File: src/rtl/ring_pkg.sv
package ring_pkg;
  // Strobes from the control module to the datapath
  typedef struct packed {
    logic clear;  // load all zeros
    logic shift;  // shift left with computed fill
  } ringStrobes_t;
endpackage

File: src/rtl/ring_ctrl.sv
module ring_ctrl
  import ring_pkg::*;
(
  input  logic         initN,
  input  logic         countEn,
  output ringStrobes_t strobes
);
  // Initialize wins over enable
  always_comb begin
    strobes.clear = ~initN;
    strobes.shift = initN & countEn;
  end
endmodule

File: src/rtl/ring_datapath.sv
module ring_datapath
  import ring_pkg::*;
#(
  parameter int unsigned WIDTH = 4,
  parameter logic [WIDTH-1:0] POWER_UP_STATE = '0
) (
  input  logic             clk,
  input  ringStrobes_t     strobes,
  output logic [WIDTH-1:0] state,
  output logic             legal
);
  localparam int unsigned LOW_BITS = WIDTH - 1;

  logic [WIDTH-1:0] stateReg = POWER_UP_STATE;
  logic [WIDTH-1:0] stateNext;
  logic             fillBit;
  logic             pastValid = 1'b0;

  // Fill is 1 only when every bit below the MSB is clear
  assign fillBit = ~|stateReg[LOW_BITS-1:0];

  always_comb begin
    stateNext = stateReg;
    if (strobes.clear)      stateNext = '0;
    else if (strobes.shift) stateNext = {stateReg[LOW_BITS-1:0], fillBit};
  end

  always_ff @(posedge clk) begin
    stateReg  <= stateNext;
    pastValid <= 1'b1;
  end

  assign state = stateReg;
  assign legal = $onehot(stateReg);

  // clear strobe empties the ring
  p_clear_zero_r3: assert property (@(posedge clk) disable iff (!pastValid)
    strobes.clear |=> (state == '0));

  // no strobe, no change
  p_hold_r4: assert property (@(posedge clk) disable iff (!pastValid)
    (!strobes.clear && !strobes.shift) |=> $stable(state));

  // upper bits take the lower bits
  p_shift_left_r1: assert property (@(posedge clk) disable iff (!pastValid)
    (strobes.shift && !strobes.clear) |=> (state[WIDTH-1:1] == $past(state[WIDTH-2:0])));

  // empty ring restarts with a single one at bit 0
  p_restart_r5: assert property (@(posedge clk) disable iff (!pastValid)
    (strobes.shift && !strobes.clear && state == '0) |=> (state == WIDTH'(1)));

  // a legal state stays legal while shifting
  p_stay_legal_r7: assert property (@(posedge clk) disable iff (!pastValid)
    (strobes.shift && !strobes.clear && legal) |=> legal);
endmodule

File: src/rtl/ring_counter_sc.sv
module ring_counter_sc
  import ring_pkg::*;
#(
  parameter logic [3:0] POWER_UP_STATE = 4'b0000
) (
  input  logic       clk,
  input  logic       initN,
  input  logic       countEn,
  output logic [3:0] stateQ,
  output logic       legal
);
  localparam int unsigned WIDTH = 4;

  ringStrobes_t strobes;
  logic         seenEdge = 1'b0;

  ring_ctrl u_ctrl (
    .initN   (initN),
    .countEn (countEn),
    .strobes (strobes)
  );

  ring_datapath #(
    .WIDTH          (WIDTH),
    .POWER_UP_STATE (POWER_UP_STATE)
  ) u_dp (
    .clk     (clk),
    .strobes (strobes),
    .state   (stateQ),
    .legal   (legal)
  );

  always_ff @(posedge clk) seenEdge <= 1'b1;

  // port-level initialize priority
  p_init_priority_r3: assert property (@(posedge clk) disable iff (!seenEdge)
    (!initN && countEn) |=> (stateQ == 4'b0000));
endmodule

File: config.mk
export PLATFORM = sky130hd
export DESIGN_NAME = ring_counter_sc
export DESIGN_NICKNAME = d
export VERILOG_FILES = /design/src/rtl/ring_pkg.sv /design/src/rtl/ring_ctrl.sv /design/src/rtl/ring_datapath.sv /design/src/rtl/ring_counter_sc.sv
export SDC_FILE = /design/constraint.sdc
export NUM_CORES = 1
export LEC_CHECK = 0
export ABC_AREA = 1
export BUFFER_PORTS_ARGS = -buffer_cell sky130_fd_sc_hd__buf_2
export CORE_AREA = 4 4 41 43
export DETAILED_ROUTE_END_ITERATION = 8
export DIE_AREA = 0 0 45 47
export HOLD_SLACK_MARGIN = 0.03
export PLACE_DENSITY_LB_ADDON = 0.12
export SYNTH_ARGS = -nofsm -noshare
export SYNTH_HDL_FRONTEND = slang
export SYNTH_SLANG_ARGS = --single-unit
File: constraint.sdc
create_clock -name clk -period 4.9 [get_ports clk]
set_clock_uncertainty 0.2 [all_clocks]
set_input_delay 0.245 -clock clk [delete_from_list [all_inputs] [get_ports clk]]
set_output_delay 0.245 -clock clk [all_outputs]
set_load 0.02 [all_outputs]
==> impl_metrics.json, run 1 <==
{
  "start_util_pct": 17.5,
  "grt_pass1_vias": 223,
  "r2r_slack_ns": 3.74,
  "p_int_mw": 0.0718,
  "cp_data_arrival_time_ns": 2.01,
  "placement_rows": 13,
  "ff_latch_area_um2": 80.1,
  "synth_area_leaders": "dfxtp_1, ha_1, nor2_1",
  "avgRoutedWirePerCell_um": 9.65,
  "portBuffers": 7,
  "worstPathMaxFanout": 5,
  "first_pass_iters": 4,
  "seq_power_share_pct": 37.4,
  "cts_root_buffer": "clkbuf_4",
  "gp_congestion": 0.677,
  "syn_inst": 26,
  "post-route-min-period_ns": 2.45,
  "ys.flop_type": "dfxtp_1",
  "tightest_slew_ns": 0.173,
  "timing.slew.headroom_pct": 88.4,
  "syn_nets": 34,
  "leakagePower_nw": 0.160,
  "grt_max_degree": 6,
  "cts_max_level": 1,
  "fin_crit_sh_pct": 50.0,
  "fin_util_pct": 23.4,
  "r2r-start": "u_dp.state[0]$_SDFFE_PN0P_",
  "ir_drop_uv": 107,
  "antenna_cells": 0,
  "slew_viol_final": 0,
  "stdcell_area_um2": 304,
  "switchingPower_mw": 0.0289,
  "ys_types": 9,
  "setup_tns_ns": 0,
  "r2r_cells": 4,
  "post-cts-setup-buffers": 0,
  "core_um2": 1300,
  "placed_cell_area_um2": 282,
  "worstSetupStartpointType": "register",
  "maxCapViolCount": 0,
  "clk_pin_slew_worst_paths_ns": 0.03,
  "largest_register_ffs": 4,
  "finalSetupViolCount": 0,
  "cp-end-kind": "primary output",
  "antenna_found_initial": 0,
  "grt_remaining_overflow": 0,
  "combPwrFrac_pct": 23.4,
  "ant_nets": 0,
  "r2r-end": "u_dp.state[0]$_SDFFE_PN0P_",
  "hold_path_class": "input pin to register",
  "cellPowerDensity_nw_per_um2": 331,
  "ys_ff_latch": 4,
  "rsz0062_at_grt": "no",
  "clock_path_buffers": 2,
  "vias": 212,
  "cts_tree": "done",
  "hold_end": "u_dp.state[1]$_SDFFE_PN0P_",
  "synth_edf_count": 0,
  "grt_util_all_layers_pct": 6.09,
  "syn_area_per_cell_um2": 8.76,
  "fin_nets": 46,
  "cts_made_buffers": 3,
  "clk_latency_ns": 0.23,
  "drt_iter0_drc": 3,
  "hp-start": "initN",
  "fp.dieH_um": 47,
  "drive_gt1_share_pct": 33.3,
  "hold_viol": 0,
  "grt_pass1_wl_um": 828,
  "synthToLayoutAreaGrowth_pct": 33.5,
  "clkSinkCount": 4,
  "die_w_um": 45,
  "fin_total_pwr_mw": 0.101,
  "max_freq_mhz": 408,
  "synth_area_um2": 228,
  "dieArea_um2": 2120,
  "dp_hpwl_um": 414,
  "worstSetupPathType": "register to primary output",
  "synth_warnings": 0,
  "sw_frac_of_total_pct": 28.7,
  "multi_input_area_um2": 133,
  "synth.most_common_cell": "nor2_1",
  "dp.cells": 48,
  "ys_top_cells_by_count": "nor2_1, dfxtp_1, ha_1, o21ai_0, inv_1",
  "drcViolationCount": 0,
  "synth_largest_area_cell": "dfxtp_1",
  "run_status": "complete, no violations",
  "synth_top_area_share_pct": 35.2,
  "synth-async-reset-ratio_pct": 0,
  "synth_seq_area_share_pct": 35.2,
  "boundaryPins": 8,
  "p_clk_share_pct": 39.2,
  "layout.cells.non_filler": 51,
  "hold_buffers": 0,
  "required_ns": 4.45,
  "n_fill_cell": 156,
  "viasPerCell": 4.16,
  "finalWirelength_um": 492,
  "holdPathStages": 3,
  "cts_resized": 0
}
power groups by stage:
stage / Sequential, mW / Clock (mW) / Combinational (mW)
3_3_place_gp: 0.0382 / 0 / 0.0235
5_1_grt: 0.0382 / 0.0432 / 0.0262
4_1_cts: 0.0378 / 0.0420 / 0.0244
6_report: 0.0377 / 0.0394 / 0.0236
3_5_place_dp: 0.0383 / 0 / 0.0242
2_1_floorplan: 0.0405 / 0 / 0.0129
cells in the final DEF, fill, tap and decap left out:
| cell | Yosys | routed |
|---|---|---|
| o21ai_0 | 4 | 4 |
| nor2_1 | 7 | 7 |
| buf_2 | 0 | 7 |
| a21oi_2 | 1 | 1 |
| inv_2 | 1 | 1 |
| fa_1 | 1 | 1 |
| clkbuf_4 | 0 | 3 |
| nor3b_1 | 1 | 1 |
| dfxtp_1 | 4 | 4 |
| ha_1 | 4 | 4 |
| inv_1 | 3 | 3 |
critical path, stage by stage (launching register included):
cell	delay, ns
dfxtp_1	0.39
inv_1	0.06
ha_1	0.30
ha_1	0.19
fa_1	0.44
nor3b_1	0.19
buf_2	0.19
worst max-delay path by stage:
stage,from,endpoint,slack [ns]
6_report,u_dp.state[0]$_SDFFE_PN0P_,legal,2.45
4_1_cts,u_dp.state[0]$_SDFFE_PN0P_,legal,2.40
3_3_place_gp,u_dp.state[0]$_SDFFE_PN0P_,legal,2.73
2_1_floorplan,u_dp.state[0]$_SDFFE_PN0P_,legal,2.47
3_5_place_dp,u_dp.state[0]$_SDFFE_PN0P_,legal,2.65
5_1_grt,u_dp.state[0]$_SDFFE_PN0P_,legal,2.36
per-layer routing:
layer | wire [um] | vias to the layer above | global-route usage (%) | part of all wire, %
li1 | - | 105 | - | -
met5 | 0 | - | 0 | 0
met2 | 222 | 12 | 8.19 | 45
met1 | 205 | 92 | 5.94 | 42
met3 | 36 | 3 | 1.53 | 7.3
met4 | 28 | 0 | 10.5 | 5.7
cell type report:
type | count | area share [%]
clock buffers | 3 | 7.41
flip-flops and latches | 4 | 26.3
inverters | 4 | 4.94
repair buffers | 7 | 11.5
multi-input cells | 18 | 43.6
well taps | 15 | 6.17
logic make-up after synthesis:
kind of cell	count (synthesis)	share of synthesized area (%)
buffers and inverters	4	6.59
adder cells (fa/ha/maj)	5	30.8
AO/OA/AOI/OAI	5	12.6
flip-flops	4	35.2
AND/OR/NAND/NOR	8	14.8
stage by stage:
stage / setup WS, ns / hold WS, ns
after global placement: 2.73 / 0.320
after global routing: 2.36 / 0.0993
final: 2.45 / 0.0808
after floorplan: 2.47 / 0.181
after CTS: 2.40 / 0.0733
after detailed placement: 2.65 / 0.322
Note: power is estimated with default switching activity, not from simulation.
==> inputs of run 2 (changes only) <==
clock period = 2.3 ns   (was 4.9 ns; I/O delays follow)
==> run 2 against run 1 <==
Compared with the run above:
- wire length fell by 2.8%
- die area stayed put
- global-route usage fell by 0.24 points
- power is 120% higher
- clock power rose by 110%
- sequential share of layout area down 2.5 points
- core utilization grew 4.0 points
- cell count increased by 7.8%
- combinational power rose to 2.6 times the previous value
- non-clock buffer count up 4
- critical path type unchanged
- critical endpoint unchanged
- largest cell class unchanged
- highest routed layer is now met3
==> impl_metrics.json, run 2 (synthesis gave the netlist of run 1 again) <==
{
  "run_status": "complete, no violations",
  "antenna_found_initial": 0,
  "ant_nets": 0,
  "critPathMostFrequentCell": "ha_1",
  "setup_tns_ns": 0,
  "clk_pin_slew_worst_paths_ns": 0.04,
  "cts_root_buffer": "clkbuf_4",
  "slew_viol_final": 0,
  "core_um2": 1300,
  "maxCapViolCount": 0,
  "switchingPower_mw": 0.0631,
  "antenna_cells": 0,
  "grt_remaining_overflow": 0,
  "dieArea_um2": 2120,
  "cp-end-kind": "primary output",
  "final_common_cell": "nor2_1",
  "vias": 213,
  "start_util_pct": 17.5,
  "cts_made_buffers": 3,
  "finalSetupViolCount": 0,
  "portBuffers": 7,
  "die_w_um": 45,
  "finalWirelength_um": 478,
  "fin_nets": 50,
  "critPathTopFamily": "adder cells",
  "fin_total_pwr_mw": 0.226,
  "dp_hpwl_um": 387,
  "max_freq_mhz": 455,
  "largest_register_ffs": 4,
  "grt_pass1_wl_um": 793,
  "required_ns": 1.99,
  "tightest_slew_ns": 0.146,
  "rsz0062_at_grt": "no",
  "viasPerCell": 3.87,
  "cp_data_arrival_time_ns": 1.88,
  "p_clk_share_pct": 37.4,
  "stdcell_area_um2": 357,
  "drt_iter0_drc": 0,
  "cp_cell_sequence": "inv_1, ha_1, ha_1, fa_1, nor3b_2, buf_4",
  "cpPeakStageDelay_ns": 0.44,
  "grt_util_all_layers_pct": 5.85,
  "grt_pass1_vias": 209,
  "crit_slowest_cell": "fa_1",
  "combPwrFrac_pct": 27.1,
  "first_pass_iters": 1,
  "timing.slew.headroom_pct": 90.1,
  "cts_tree": "done",
  "grt_max_degree": 6,
  "mostFrequentLayoutCells": "nor2_1, buf_2, o21ai_0, ha_1, dlygate4sd3_1",
  "cts_max_level": 1,
  "boundaryPins": 8,
  "drcViolationCount": 0,
  "post-route-min-period_ns": 2.20,
  "sw_frac_of_total_pct": 27.9,
  "seq_power_share_pct": 35.5,
  "fin_crit_sh_pct": 95.6,
  "fp.dieH_um": 47,
  "avgRoutedWirePerCell_um": 8.69,
  "fin_util_pct": 27.4,
  "gp_congestion": 0.733,
  "hold_viol": 0,
  "drive_gt1_share_pct": 37.5,
  "timing.hold.ws_ns": 0.330,
  "leakagePower_nw": 0.182,
  "synthToLayoutAreaGrowth_pct": 56.6,
  "p_int_mw": 0.163,
  "clk_latency_ns": 0.23,
  "worstSetupStartpointType": "register",
  "clkSinkCount": 4,
  "cellPowerDensity_nw_per_um2": 634,
  "path_buf_inv": 2,
  "clock_path_buffers": 2,
  "worstSetupPathType": "register to primary output",
  "placed_cell_area_um2": 287,
  "ir_drop_uv": 223,
  "hold_path_class": "register to register",
  "worstPathMaxFanout": 5,
  "placement_rows": 13
}
## run 2: path summary, 6_finish.rpt
check | start | to | slack (ns) | cells past startpoint
worst max-delay path | u_dp.state[0]$_SDFFE_PN0P_ | legal | 0.10 | 6
worst min register to register | u_dp.state[1]$_SDFFE_PN0P_ | u_dp.state[2]$_SDFFE_PN0P_ | 0.33 | 2
worst max register to register | u_dp.state[1]$_SDFFE_PN0P_ | u_dp.state[1]$_SDFFE_PN0P_ | 0.35 | 4
worst min-delay path | u_dp.state[1]$_SDFFE_PN0P_ | u_dp.state[2]$_SDFFE_PN0P_ | 0.33 | 2
## run 2: metrics by stage
step,worst slack [ns],std cells
2_1_floorplan,0.169,26
3_3_place_gp,0.285,48
3_5_place_dp,0.244,48
4_1_cts,0.0211,55
5_1_grt,0.00217,55
6_report,0.100,55
## run 2: power by group through the flow
stage	Combinational, mW	Clock [mW]	Sequential [mW]
detailed placement	0.0524	0	0.0815
finish	0.0614	0.0845	0.0803
global placement	0.0522	0	0.0813
CTS	0.0592	0.0889	0.0808
global route	0.0685	0.0932	0.0819
floorplan	0.0297	0	0.0863
## run 2: area by class of cell
| type | instances | area (um^2) |
|---|---|---|
| timing repair buffer | 11 | 77.6 |
| sequential | 4 | 85.1 |
| multi-input combinational | 18 | 138 |
| inverter | 4 | 15.0 |
| fill | 170 | 945 |
| clock buffer | 3 | 22.5 |
| tap | 15 | 18.8 |
## run 2: what timing repair did
action	in CTS	in global routing
buffers inserted	0	0
hold endpoints to repair	4	0
gates resized for setup	1	3
endpoints found under the setup margin	1	1
cloned	0	0
hold buffers	4	0
## run 2: worst min-delay path, stage by stage (launching register included)
cell     delay [ns]
dfxtp_2        0.35
nor2_1         0.05
nor2_1         0.09
## run 2: layer usage
layer	share of wire, %	wire [um]	up-vias	GRT usage [%]
met5	0	0	-	0
li1	-	-	113	-
met4	0	0	0	8.77
met3	8.8	42	0	1.53
met1	44	210	94	5.69
met2	47	225	6	8.47
